$ cat config.mk
export PLATFORM = sky130hd
export DESIGN_NAME = tlb_xlate
export DESIGN_NICKNAME = d
export VERILOG_FILES = /design/src/rtl/tlb_pkg.sv /design/src/rtl/tlb_cam_match.sv /design/src/rtl/tlb_victim_sel.sv /design/src/rtl/tlb_entry_array.sv /design/src/rtl/tlb_xlate.sv
export SDC_FILE = /design/constraint.sdc
export NUM_CORES = 2
export LEC_CHECK = 0
export ABC_AREA = 1
export BUFFER_PORTS_ARGS = -buffer_cell sky130_fd_sc_hd__buf_2
export CORE_MARGIN = 2
export CORE_UTILIZATION = 25
export DETAILED_ROUTE_END_ITERATION = 12
export PLACE_DENSITY = 0.49
export SLEW_MARGIN = 20
export SYNTH_ARGS = -nofsm -noshare
export SYNTH_HDL_FRONTEND = slang
export SYNTH_SLANG_ARGS = --single-unit
$ cat constraint.sdc
create_clock -name clk -period 2.45 [get_ports clk]
set_input_delay 0.49 -clock clk [delete_from_list [all_inputs] [get_ports clk]]
set_output_delay 0.49 -clock clk [all_outputs]
set_load 0.01 [all_outputs]
$ cat src/rtl/tlb_pkg.sv
`timescale 1ns/1ps
// Shared widths and types for the page translation cache.
// Assumes 32-bit virtual and physical addresses with 4 KB pages.
package tlb_pkg;
    localparam int VA_W   = 32;
    localparam int PA_W   = 32;
    localparam int PAGE_W = 12;
    localparam int VPN_W  = VA_W - PAGE_W;
    localparam int PFN_W  = PA_W - PAGE_W;

    // Access permissions of one page.
    typedef struct packed {
        logic wr_ok;
        logic rd_ok;
    } tlb_perm_t;

    // One refill request as stored into an entry.
    typedef struct packed {
        logic [VPN_W-1:0] vpn;
        logic [PFN_W-1:0] pfn;
        tlb_perm_t        perm;
    } tlb_fill_t;
endpackage

$ cat src/rtl/tlb_cam_match.sv
`timescale 1ns/1ps
// Parallel key compare across all entries.
// Produces a per-entry hit vector (one-hot while keys are unique) and an
// any-hit flag. Assumes invalid entries must never match.
module tlb_cam_match #(
    parameter int N_ENTRIES = 16,
    parameter int KEY_W     = 20
) (
    input  logic [N_ENTRIES-1:0]            ent_vld,
    input  logic [N_ENTRIES-1:0][KEY_W-1:0] ent_key,
    input  logic [KEY_W-1:0]                key,
    output logic [N_ENTRIES-1:0]            hit_vec,
    output logic                            hit_any
);
    // One comparator per entry.
    for (genvar i = 0; i < N_ENTRIES; i++) begin : g_cmp
        assign hit_vec[i] = ent_vld[i] && (ent_key[i] == key);
    end

    assign hit_any = |hit_vec;
endmodule

$ cat src/rtl/tlb_victim_sel.sv
`timescale 1ns/1ps
// Refill placement: the lowest-numbered invalid entry if there is one,
// otherwise the entry named by a rotating pointer.
// The pointer moves only when it was actually used for a replacement.
// Assumes N_ENTRIES >= 2.
module tlb_victim_sel #(
    parameter int N_ENTRIES = 16,
    parameter int IDX_W     = $clog2(N_ENTRIES)
) (
    input  logic                 clk,
    input  logic                 rst_n,
    input  logic [N_ENTRIES-1:0] ent_vld,
    input  logic                 take,
    output logic [N_ENTRIES-1:0] victim_vec,
    output logic                 table_full
);
    logic [IDX_W-1:0] rr_ptr;
    logic [IDX_W-1:0] free_idx;
    logic             free_any;
    logic [IDX_W-1:0] pick_idx;

    // Find the lowest invalid entry (scanning down so index 0 wins last).
    always_comb begin
        free_any = 1'b0;
        free_idx = '0;
        for (int i = N_ENTRIES - 1; i >= 0; i--) begin
            if (!ent_vld[i]) begin
                free_any = 1'b1;
                free_idx = IDX_W'(i);
            end
        end
    end

    assign table_full = !free_any;
    assign pick_idx   = free_any ? free_idx : rr_ptr;

    // Turn the chosen index into a one-hot write select.
    for (genvar i = 0; i < N_ENTRIES; i++) begin : g_sel
        assign victim_vec[i] = (pick_idx == IDX_W'(i));
    end

    // Advance the rotating pointer after a replacement of a valid entry.
    always_ff @(posedge clk) begin
        if (!rst_n) begin
            rr_ptr <= '0;
        end else if (take && !free_any) begin
            rr_ptr <= (rr_ptr == IDX_W'(N_ENTRIES - 1)) ? '0 : rr_ptr + 1'b1;
        end
    end
endmodule

$ cat src/rtl/tlb_entry_array.sv
`timescale 1ns/1ps
// Storage for all entries. Each entry has one write source for installs
// and one for status updates. Flush beats install, and install beats
// update in the same cycle.
// Assumes wr_vec and upd_vec are each one-hot or zero.
module tlb_entry_array
    import tlb_pkg::*;
#(
    parameter int N_ENTRIES = 16
) (
    input  logic                            clk,
    input  logic                            rst_n,
    input  logic                            flush,
    input  logic [N_ENTRIES-1:0]            wr_vec,
    input  tlb_fill_t                       wr_data,
    input  logic [N_ENTRIES-1:0]            upd_vec,
    input  logic                            upd_write,
    output logic [N_ENTRIES-1:0]            ent_vld,
    output logic [N_ENTRIES-1:0][VPN_W-1:0] ent_vpn,
    output logic [N_ENTRIES-1:0][PFN_W-1:0] ent_pfn,
    output logic [N_ENTRIES-1:0]            ent_rd_ok,
    output logic [N_ENTRIES-1:0]            ent_wr_ok,
    output logic [N_ENTRIES-1:0]            ent_refd,
    output logic [N_ENTRIES-1:0]            ent_dirty
);
    for (genvar i = 0; i < N_ENTRIES; i++) begin : g_ent
        logic             vld_q;
        logic             refd_q;
        logic             dirty_q;
        logic [VPN_W-1:0] vpn_q;
        logic [PFN_W-1:0] pfn_q;
        tlb_perm_t        perm_q;

        // Hold one entry: reset, flush, install or status update.
        always_ff @(posedge clk) begin
            if (!rst_n) begin
                vld_q   <= 1'b0;
                refd_q  <= 1'b0;
                dirty_q <= 1'b0;
                vpn_q   <= '0;
                pfn_q   <= '0;
                perm_q  <= '0;
            end else if (flush) begin
                vld_q   <= 1'b0;
            end else if (wr_vec[i]) begin
                vld_q   <= 1'b1;
                refd_q  <= 1'b0;
                dirty_q <= 1'b0;
                vpn_q   <= wr_data.vpn;
                pfn_q   <= wr_data.pfn;
                perm_q  <= wr_data.perm;
            end else if (upd_vec[i]) begin
                refd_q  <= 1'b1;
                if (upd_write) begin
                    dirty_q <= 1'b1;
                end
            end
        end

        assign ent_vld[i]   = vld_q;
        assign ent_vpn[i]   = vpn_q;
        assign ent_pfn[i]   = pfn_q;
        assign ent_rd_ok[i] = perm_q.rd_ok;
        assign ent_wr_ok[i] = perm_q.wr_ok;
        assign ent_refd[i]  = refd_q;
        assign ent_dirty[i] = dirty_q;
    end
endmodule

$ cat src/rtl/tlb_xlate.sv
`timescale 1ns/1ps
// Fully associative page translation cache (top).
// A lookup is answered one cycle after its strobe, from the contents
// before that edge. Refills place themselves (same page in place, else
// lowest invalid, else rotating pointer). Flush clears all valid bits.
// Assumes the external agent refills only after a miss has been seen.
module tlb_xlate
    import tlb_pkg::*;
#(
    parameter int N_ENTRIES = 16
) (
    input  logic             clk,
    input  logic             rst_n,
    input  logic             lk_valid,
    input  logic             lk_write,
    input  logic [VA_W-1:0]  lk_vaddr,
    output logic             rsp_valid,
    output logic             rsp_hit,
    output logic             rsp_fault,
    output logic [PA_W-1:0]  rsp_paddr,
    output logic             rsp_ref_prev,
    output logic             rsp_dirty_prev,
    input  logic             fill_en,
    input  logic [VPN_W-1:0] fill_vpn,
    input  logic [PFN_W-1:0] fill_pfn,
    input  logic [1:0]       fill_perm,
    input  logic             flush
);
    logic [N_ENTRIES-1:0]            ent_vld;
    logic [N_ENTRIES-1:0][VPN_W-1:0] ent_vpn;
    logic [N_ENTRIES-1:0][PFN_W-1:0] ent_pfn;
    logic [N_ENTRIES-1:0]            ent_rd_ok;
    logic [N_ENTRIES-1:0]            ent_wr_ok;
    logic [N_ENTRIES-1:0]            ent_refd;
    logic [N_ENTRIES-1:0]            ent_dirty;

    logic [VPN_W-1:0]     lk_vpn;
    logic [N_ENTRIES-1:0] lk_hit_vec;
    logic                 lk_any;
    logic [N_ENTRIES-1:0] fill_hit_vec;
    logic                 fill_any;
    logic [N_ENTRIES-1:0] victim_vec;
    logic                 table_full;
    logic                 victim_take;

    logic [PFN_W-1:0]     sel_pfn;
    logic                 sel_rd_ok;
    logic                 sel_wr_ok;
    logic                 sel_refd;
    logic                 sel_dirty;
    logic                 perm_bad;
    logic                 lk_ok;
    logic [N_ENTRIES-1:0] upd_vec;
    logic [N_ENTRIES-1:0] wr_vec;
    tlb_fill_t            wr_data;

    assign lk_vpn = lk_vaddr[VA_W-1:PAGE_W];

    tlb_cam_match #(.N_ENTRIES(N_ENTRIES), .KEY_W(VPN_W)) u_lk_match (
        .ent_vld (ent_vld),
        .ent_key (ent_vpn),
        .key     (lk_vpn),
        .hit_vec (lk_hit_vec),
        .hit_any (lk_any)
    );

    tlb_cam_match #(.N_ENTRIES(N_ENTRIES), .KEY_W(VPN_W)) u_fill_match (
        .ent_vld (ent_vld),
        .ent_key (ent_vpn),
        .key     (fill_vpn),
        .hit_vec (fill_hit_vec),
        .hit_any (fill_any)
    );

    assign victim_take = fill_en && !fill_any && !flush;

    tlb_victim_sel #(.N_ENTRIES(N_ENTRIES)) u_victim (
        .clk        (clk),
        .rst_n      (rst_n),
        .ent_vld    (ent_vld),
        .take       (victim_take),
        .victim_vec (victim_vec),
        .table_full (table_full)
    );

    // AND-OR select of the matching entry's fields (hit vector is one-hot).
    always_comb begin
        sel_pfn   = '0;
        sel_rd_ok = 1'b0;
        sel_wr_ok = 1'b0;
        sel_refd  = 1'b0;
        sel_dirty = 1'b0;
        for (int i = 0; i < N_ENTRIES; i++) begin
            if (lk_hit_vec[i]) begin
                sel_pfn   = sel_pfn | ent_pfn[i];
                sel_rd_ok = sel_rd_ok | ent_rd_ok[i];
                sel_wr_ok = sel_wr_ok | ent_wr_ok[i];
                sel_refd  = sel_refd | ent_refd[i];
                sel_dirty = sel_dirty | ent_dirty[i];
            end
        end
    end

    // Permission check and update/install selects.
    always_comb begin
        perm_bad     = lk_write ? !sel_wr_ok : !sel_rd_ok;
        lk_ok        = lk_valid && lk_any && !perm_bad;
        upd_vec      = lk_ok ? lk_hit_vec : '0;
        wr_vec       = '0;
        if (fill_en) begin
            wr_vec = fill_any ? fill_hit_vec : victim_vec;
        end
        wr_data.vpn  = fill_vpn;
        wr_data.pfn  = fill_pfn;
        wr_data.perm = tlb_perm_t'(fill_perm);
    end

    tlb_entry_array #(.N_ENTRIES(N_ENTRIES)) u_array (
        .clk       (clk),
        .rst_n     (rst_n),
        .flush     (flush),
        .wr_vec    (wr_vec),
        .wr_data   (wr_data),
        .upd_vec   (upd_vec),
        .upd_write (lk_write),
        .ent_vld   (ent_vld),
        .ent_vpn   (ent_vpn),
        .ent_pfn   (ent_pfn),
        .ent_rd_ok (ent_rd_ok),
        .ent_wr_ok (ent_wr_ok),
        .ent_refd  (ent_refd),
        .ent_dirty (ent_dirty)
    );

    // Register the lookup response one cycle after the strobe.
    always_ff @(posedge clk) begin
        if (!rst_n) begin
            rsp_valid      <= 1'b0;
            rsp_hit        <= 1'b0;
            rsp_fault      <= 1'b0;
            rsp_paddr      <= '0;
            rsp_ref_prev   <= 1'b0;
            rsp_dirty_prev <= 1'b0;
        end else begin
            rsp_valid      <= lk_valid;
            rsp_hit        <= lk_valid && lk_any;
            rsp_fault      <= lk_valid && lk_any && perm_bad;
            rsp_paddr      <= (lk_valid && lk_any) ?
                              {sel_pfn, lk_vaddr[PAGE_W-1:0]} : '0;
            rsp_ref_prev   <= lk_valid && lk_any && sel_refd;
            rsp_dirty_prev <= lk_valid && lk_any && sel_dirty;
        end
    end
endmodule

Word level (Yosys, flattened, before mapping)

Cells that the tools add are included.

Output and inout port bits: 37
Input bits: 80
Bits in read-only memories: 0
Bits in latches: 0
RAM bits: 0
Flip-flop bits (word level): 761
Memories: 0

Add/subtract/negate cells: 1
Reductions and logical operators: 131
Eq/ne operators: 48
Bitwise logic cells: 77
Multiply operators: 0
Multiplexer cells: 183
Divide/modulo/power cells: 0
Shift operators: 0
Order comparisons: 0

Operator list:

| kind                                                            | count |
|---|---|
| 20-bit == test                                                  | 32 |
| 20-bit 2-to-1 mux                                               | 16 |
| 20-bit OR                                                       | 15 |
| 1-bit 2-to-1 mux                                                | 146 |
| 4-bit 2-to-1 mux                                                | 18 |
| 2-bit AND reduction                                             | 33 |
| 2-bit nonzero test                                              | 32 |
| 1-bit OR                                                        | 60 |
| 16-bit 2-to-1 mux                                               | 3 |
| 3-bit AND reduction                                             | 16 |
| 1-bit logical AND                                               | 40 |
| 4-bit == test, second input constant                            | 9 |
| 16-bit OR reduction                                             | 2 |
| 4-bit by 3-bit == test with 1-bit output, second input constant | 4 |
| 4-bit by 2-bit == test with 1-bit output, second input constant | 2 |
| 1-bit logical NOT                                               | 6 |
| 4-bit by 1-bit adder with 4-bit output, second input constant   | 1 |
| 4-bit by 1-bit == test with 1-bit output, second input constant | 1 |
| 4-bit logical NOT                                               | 1 |
| 1-bit NOT                                                       | 2 |
| 2-bit OR reduction                                              | 1 |

Depth between registers and ports, before layout

Depth after elaboration: 40
Gate-level depth with buffers: 25
Depth with buffers taken out: 24

By module

Synthesis repeated with hierarchy kept, for this count alone.

Cells, all modules: 6543
Area total of the unflattened synthesis: 41342.2 um2

By module, submodules not included:

| module          | area an instance (um2) | sequential area each (um2) | instances | cells an instance |
|---|---|---|---|---|
| tlb_entry_array | 25752.2                | 14413.8                    | 1         | 3254 |
| tlb_cam_match   | 5487.8                 | 0.0                        | 2         | 1285 |
| tlb_xlate       | 4093.9                 | 740.7                      | 1         | 620 |
| tlb_victim_sel  | 520.5                  | 80.1                       | 1         | 99 |

Worst setup path after synthesis

OpenSTA, ideal clock, no wires.

Path kind: input -> register
From: input port fill_vpn[19]
To: register u_array.g_ent[7].pfn_q[0]
Arrival time: 2.419 ns
Path slack: -0.085 ns
Stages on the path: 18
Required time: 2.334 ns
Buffers on the path: 4
Path through: buf_4 buf_2 o21ai_0 nor2_1 nand4_1 nor2_1 nand3_1 nand3_1 nor2_2 nand2_4 buf_8 a21oi_4 nand2_2 nor2_4 inv_2 buf_2 nor2_1 nor2_1

Cells in the longest elaborated chain, start to end: 6

Ends and longest elaborated chain:

| item                            | RTL line              | RTL |
|---|---|---|
| start: declaration              | tlb_xlate.sv:24       | `input logic [VPN_W-1:0] fill_vpn,` |
| 20-bit == test                  | tlb_cam_match.sv:17   | `assign hit_vec[i] = ent_vld[i] && (ent_key[i] == key);` |
| 1-bit logical AND               | tlb_cam_match.sv:17   |  |
| 16-bit OR reduction             | tlb_cam_match.sv:20   | `assign hit_any = \|hit_vec;` |
| 16-bit 2-to-1 mux *             | tlb_xlate.sv:111      | `wr_vec = fill_any ? fill_hit_vec : victim_vec;` |
| 16-bit 2-to-1 mux *             | tlb_xlate.sv:110      | `if (fill_en) begin` |
| 2-bit AND reduction (no line) * | n/a                   |  |
| end signal: assignment          | tlb_entry_array.sv:50 | `pfn_q <= wr_data.pfn;` |
| end: declaration                | tlb_entry_array.sv:31 | `logic [PFN_W-1:0] pfn_q;` |

Every way passes the cells marked *; elsewhere a longest branch is shown, timed or not.
A chain may end at the register's enable or synchronous reset.

Worst setup path after layout

From: register u_array.g_ent[12].vpn_q[2]
To: register u_array.g_ent[11].pfn_q[0]

Cells in the longest elaborated chain, start to end: 6

Ends and longest elaborated chain:

| item                          | RTL line              | RTL |
|---|---|---|
| start: declaration            | tlb_entry_array.sv:30 | `logic [VPN_W-1:0] vpn_q;` |
| start signal: assignment      | tlb_entry_array.sv:49 | `vpn_q <= wr_data.vpn;` |
| 20-bit == test                | tlb_cam_match.sv:17   |  |
| 1-bit logical AND             | tlb_cam_match.sv:17   |  |
| 16-bit OR reduction           | tlb_cam_match.sv:20   |  |
| 16-bit 2-to-1 mux             | tlb_xlate.sv:111      |  |
| 16-bit 2-to-1 mux             | tlb_xlate.sv:110      |  |
| 2-bit AND reduction (no line) | n/a                   |  |
| end signal: assignment        | tlb_entry_array.sv:50 |  |
| end: declaration              | tlb_entry_array.sv:31 |  |

Every way passes these cells.

==> qor.yml <==
outcome:
  status: "finished, violations left"
  violations: "setup timing"
routing:
  wl_per_cell_um: 27.1
  route.detailed.drc: 0
  wl_mm: 284
  routed_via_density: 5.24
  num_vias: 54869
  drtAntennaViolNets: 0
  drt_first_pass_iters: 6
  drtIter0Drc: 6356
logic_synthesis:
  synthArstFlopShare: 0
  netlist.area_leader.share: 0.354
  ys_ff_latch: 761
  syn_inst: 6651
  syn_nets: 6732
  yosysTopAreaCell: "dfxtp_1"
  avgSynthCellArea_um2: 6.47
  synth_cell_types: 56
  yosysWarnings: 0
  synth_edf_count: 0
  synthFlopType: "dfxtp_1"
  synthTopCellsByArea: "dfxtp_1 35%, nand2_1 12%, nor2_1 7.7%"
  ys_seq_area_frac: 0.354
  syn_area_um2: 43000
timing:
  fin_crit_sh: 1.21
  fin_worst_skew_ns: 0.0601
  setup_slack_ns: -0.517
  fin_setup_tns_ns: -235.18
  period_minus_slack_ns: 2.97
  slew_viol_final: 0
  rsz0062_at_grt: "true"
  slew_headroom: 0.307
  finalHoldViolCount: 0
  max_freq_mhz: 337
  max_slew.worst_pin.slew_ns: 1.04
  finalSetupViolCount: 746
critical_path:
  timing.rr.start: "u_array.g_ent[12].vpn_q[2]"
  reg2reg_slack_ns: -0.52
  worstSetupPathType: "reg2reg"
  required_ns: 3.14
  critPathMaxFanout: 8
  crit_end: "u_array.g_ent[11].pfn_q[0]"
  start_kind: "flip-flop"
  reg2reg_depth: 21
  crit_start: "u_array.g_ent[12].vpn_q[2]"
  end_kind: "flip-flop"
  reg2reg_to: "u_array.g_ent[11].pfn_q[0]"
  crit_arrival_ns: 3.66
hold_path:
  min-delay-start: "fill_pfn[1]"
  hold_class: "in2reg"
clock_tree:
  path_clk_slew_ns: 0.06
  cts_buffers: 96
  cts-root-buf: "clkbuf_16"
  cts_tree: "done"
  cts.path.max_buffers: 3
  htreeDepth: 3
  clock_latency_ns: 0.80
  clkSinkCount: 761
global_routing:
  antenna_found_initial: 15
  grt_max_degree: 99
  grt_pass1_vias: 49997
  grt.overflow.total: 0
  track_usage: 0.290
  grt_pass1_wl_mm: 365
cells_and_area:
  drive_above_1_share: 0.357
  area_growth_pct: 59.9
  nets: 8166
  final_util: 0.402
floorplan:
  die_area_um2: 175000
  die_w_um: 419
  coreArea_um2: 171000
  io_pins: 117
  start_util: 0.251
  fp.dieH_um: 419
  row_count: 152
flow_run:
  max_cap_violations: 0
placement:
  dp_slack_ns: -1.45
  dpl.hpwl_mm: 189
  io_buffers: 116
  place.gp.congestion: 1.01
power_and_ir_drop:
  p_leak_nw: 29.5
  power_mw: 31.7
  ir_drop_mv: 0.570
  powerDensity_nw_per_um2: 461
[logic make-up after synthesis]
logic type | share of synthesized area
DFF | 0.354
AOI/OAI and AO/OA | 0.192
adders and majority gates | 0.000291
and+or+nand+nor | 0.290
buffers and inverters | 0.127
xor gates and xnor gates | 0.0360
[how the worst min path moves through the flow]
stage,endpoint,depth (start not counted)
2_1_floorplan,u_array.g_ent[6].refd_q,2
3_3_place_gp,u_array.g_ent[10].pfn_q[11],2
3_5_place_dp,u_array.g_ent[4].pfn_q[0],2
4_1_cts,u_array.g_ent[13].pfn_q[1],3
5_1_grt,u_array.g_ent[5].pfn_q[1],3
6_report,u_array.g_ent[5].pfn_q[1],3
[per-layer routing]
metal | routed length, um | up-vias | global-route usage
met1 | 114000 | 26332 | 0.372
met5 | 55 | - | 0
met2 | 123000 | 2938 | 0.463
met3 | 26400 | 856 | 0.0534
met4 | 20500 | 8 | 0.149
li1 | - | 24735 | -
[flip-flops by register name, indices dropped and copies added (netlist names), 4 cells and up]
signal and flops:
rsp_paddr 32, u_array.ent_rd_ok 16, u_array.ent_wr_ok 16, u_array.g_ent.dirty_q 16, u_array.g_ent.pfn_q 320, u_array.g_ent.refd_q 16
u_array.g_ent.vld_q 16, u_array.g_ent.vpn_q 320, u_victim.rr_ptr 4
[area by class of cell]
cell class | count | area, um2
multi-input cells | 4581 | 26300
clock buffers | 139 | 2760
inverters | 866 | 3370
flip-flops and latches | 761 | 15400
well taps | 2310 | 2890
fillers | 17754 | 103000
diodes | 5 | 12.5
clock inverters | 29 | 335
repair buffers | 1779 | 17700
[synth_stat cells, drive strengths merged, types with 23 or more instances]
library cell	n
nor3	85
a221oi	29
nor3b	104
inv	859
nand4	203
buf	245
o22ai	255
nor2	893
a21oi	530
clkbuf	198
nand3	159
nor4	72
nand3b	23
xnor2	93
o21ai	642
nand2	1333
dfxtp	761
xor2	84
[through the flow]
| stage | std cells | instance area [um2] | hold WS (ns) |
|---|---|---|---|
| global placement | 10086 | 57600 | 0.432 |
| CTS | 10335 | 63400 | 0.0810 |
| detailed placement | 10086 | 57600 | 0.437 |
| finish | 10470 | 68800 | 0.152 |
| global route | 10467 | 68800 | 0.154 |
| floorplan | 6651 | 43400 | 0.423 |
[where the power goes]
part,leakage (nW),internal [mW],switching (mW)
clock,1.50,8.03,6.49
sequential,6.19,12.4,0.0442
combinational,21.8,1.70,3.02
[timing repair]
| item | 4_1_cts | 5_1_grt |
|---|---|---|
| hold endpoints to repair | 12 | 0 |
| setup endpoints to repair | 760 | 758 |
| resized for setup | 426 | 1181 |
| buffers inserted | 39 | 70 |
| pin swaps | 106 | 214 |
| cloned | 31 | 75 |
| hold buffers | 12 | 0 |
[worst max-delay path: stages (launching register included)]
cell,delay [ns]
dfxtp_2,0.33
buf_4,0.14
inv_4,0.07
nor2_1,0.04
nor2_1,0.11
nand4_1,0.10
nor3_2,0.27
nand3_2,0.23
nand2_1,0.11
nor2_1,0.05
nand2_1,0.06
nor2_2,0.05
nand2_4,0.16
buf_12,0.13
inv_8,0.04
buf_6,0.12
nand2_4,0.08
nand3_4,0.09
buf_12,0.18
clkbuf_16,0.21
nand2_1,0.08
nor3b_1,0.19
[cell usage in the layout (no fill, tap or decap), drive strengths merged, types with 6 or more instances in the layout]
cell type,synthesis,layout
buf,245,1714
nand2,1333,1333
nor2,893,893
inv,859,859
dfxtp,761,761
o21ai,642,642
a21oi,530,530
o22ai,255,255
nand4,203,203
clkbuf,198,191
nand3,159,159
nor3b,104,104
xnor2,93,93
nor3,85,85
xor2,84,84
nor4,72,72
clkinv,7,30
a221oi,29,29
nand3b,23,23
dlygate4sd3,0,12
o2111ai,11,11
o211ai,11,11
a31oi,9,9
o221ai,9,9
a211oi,6,6
Note: power is estimated with default switching activity, not from simulation.
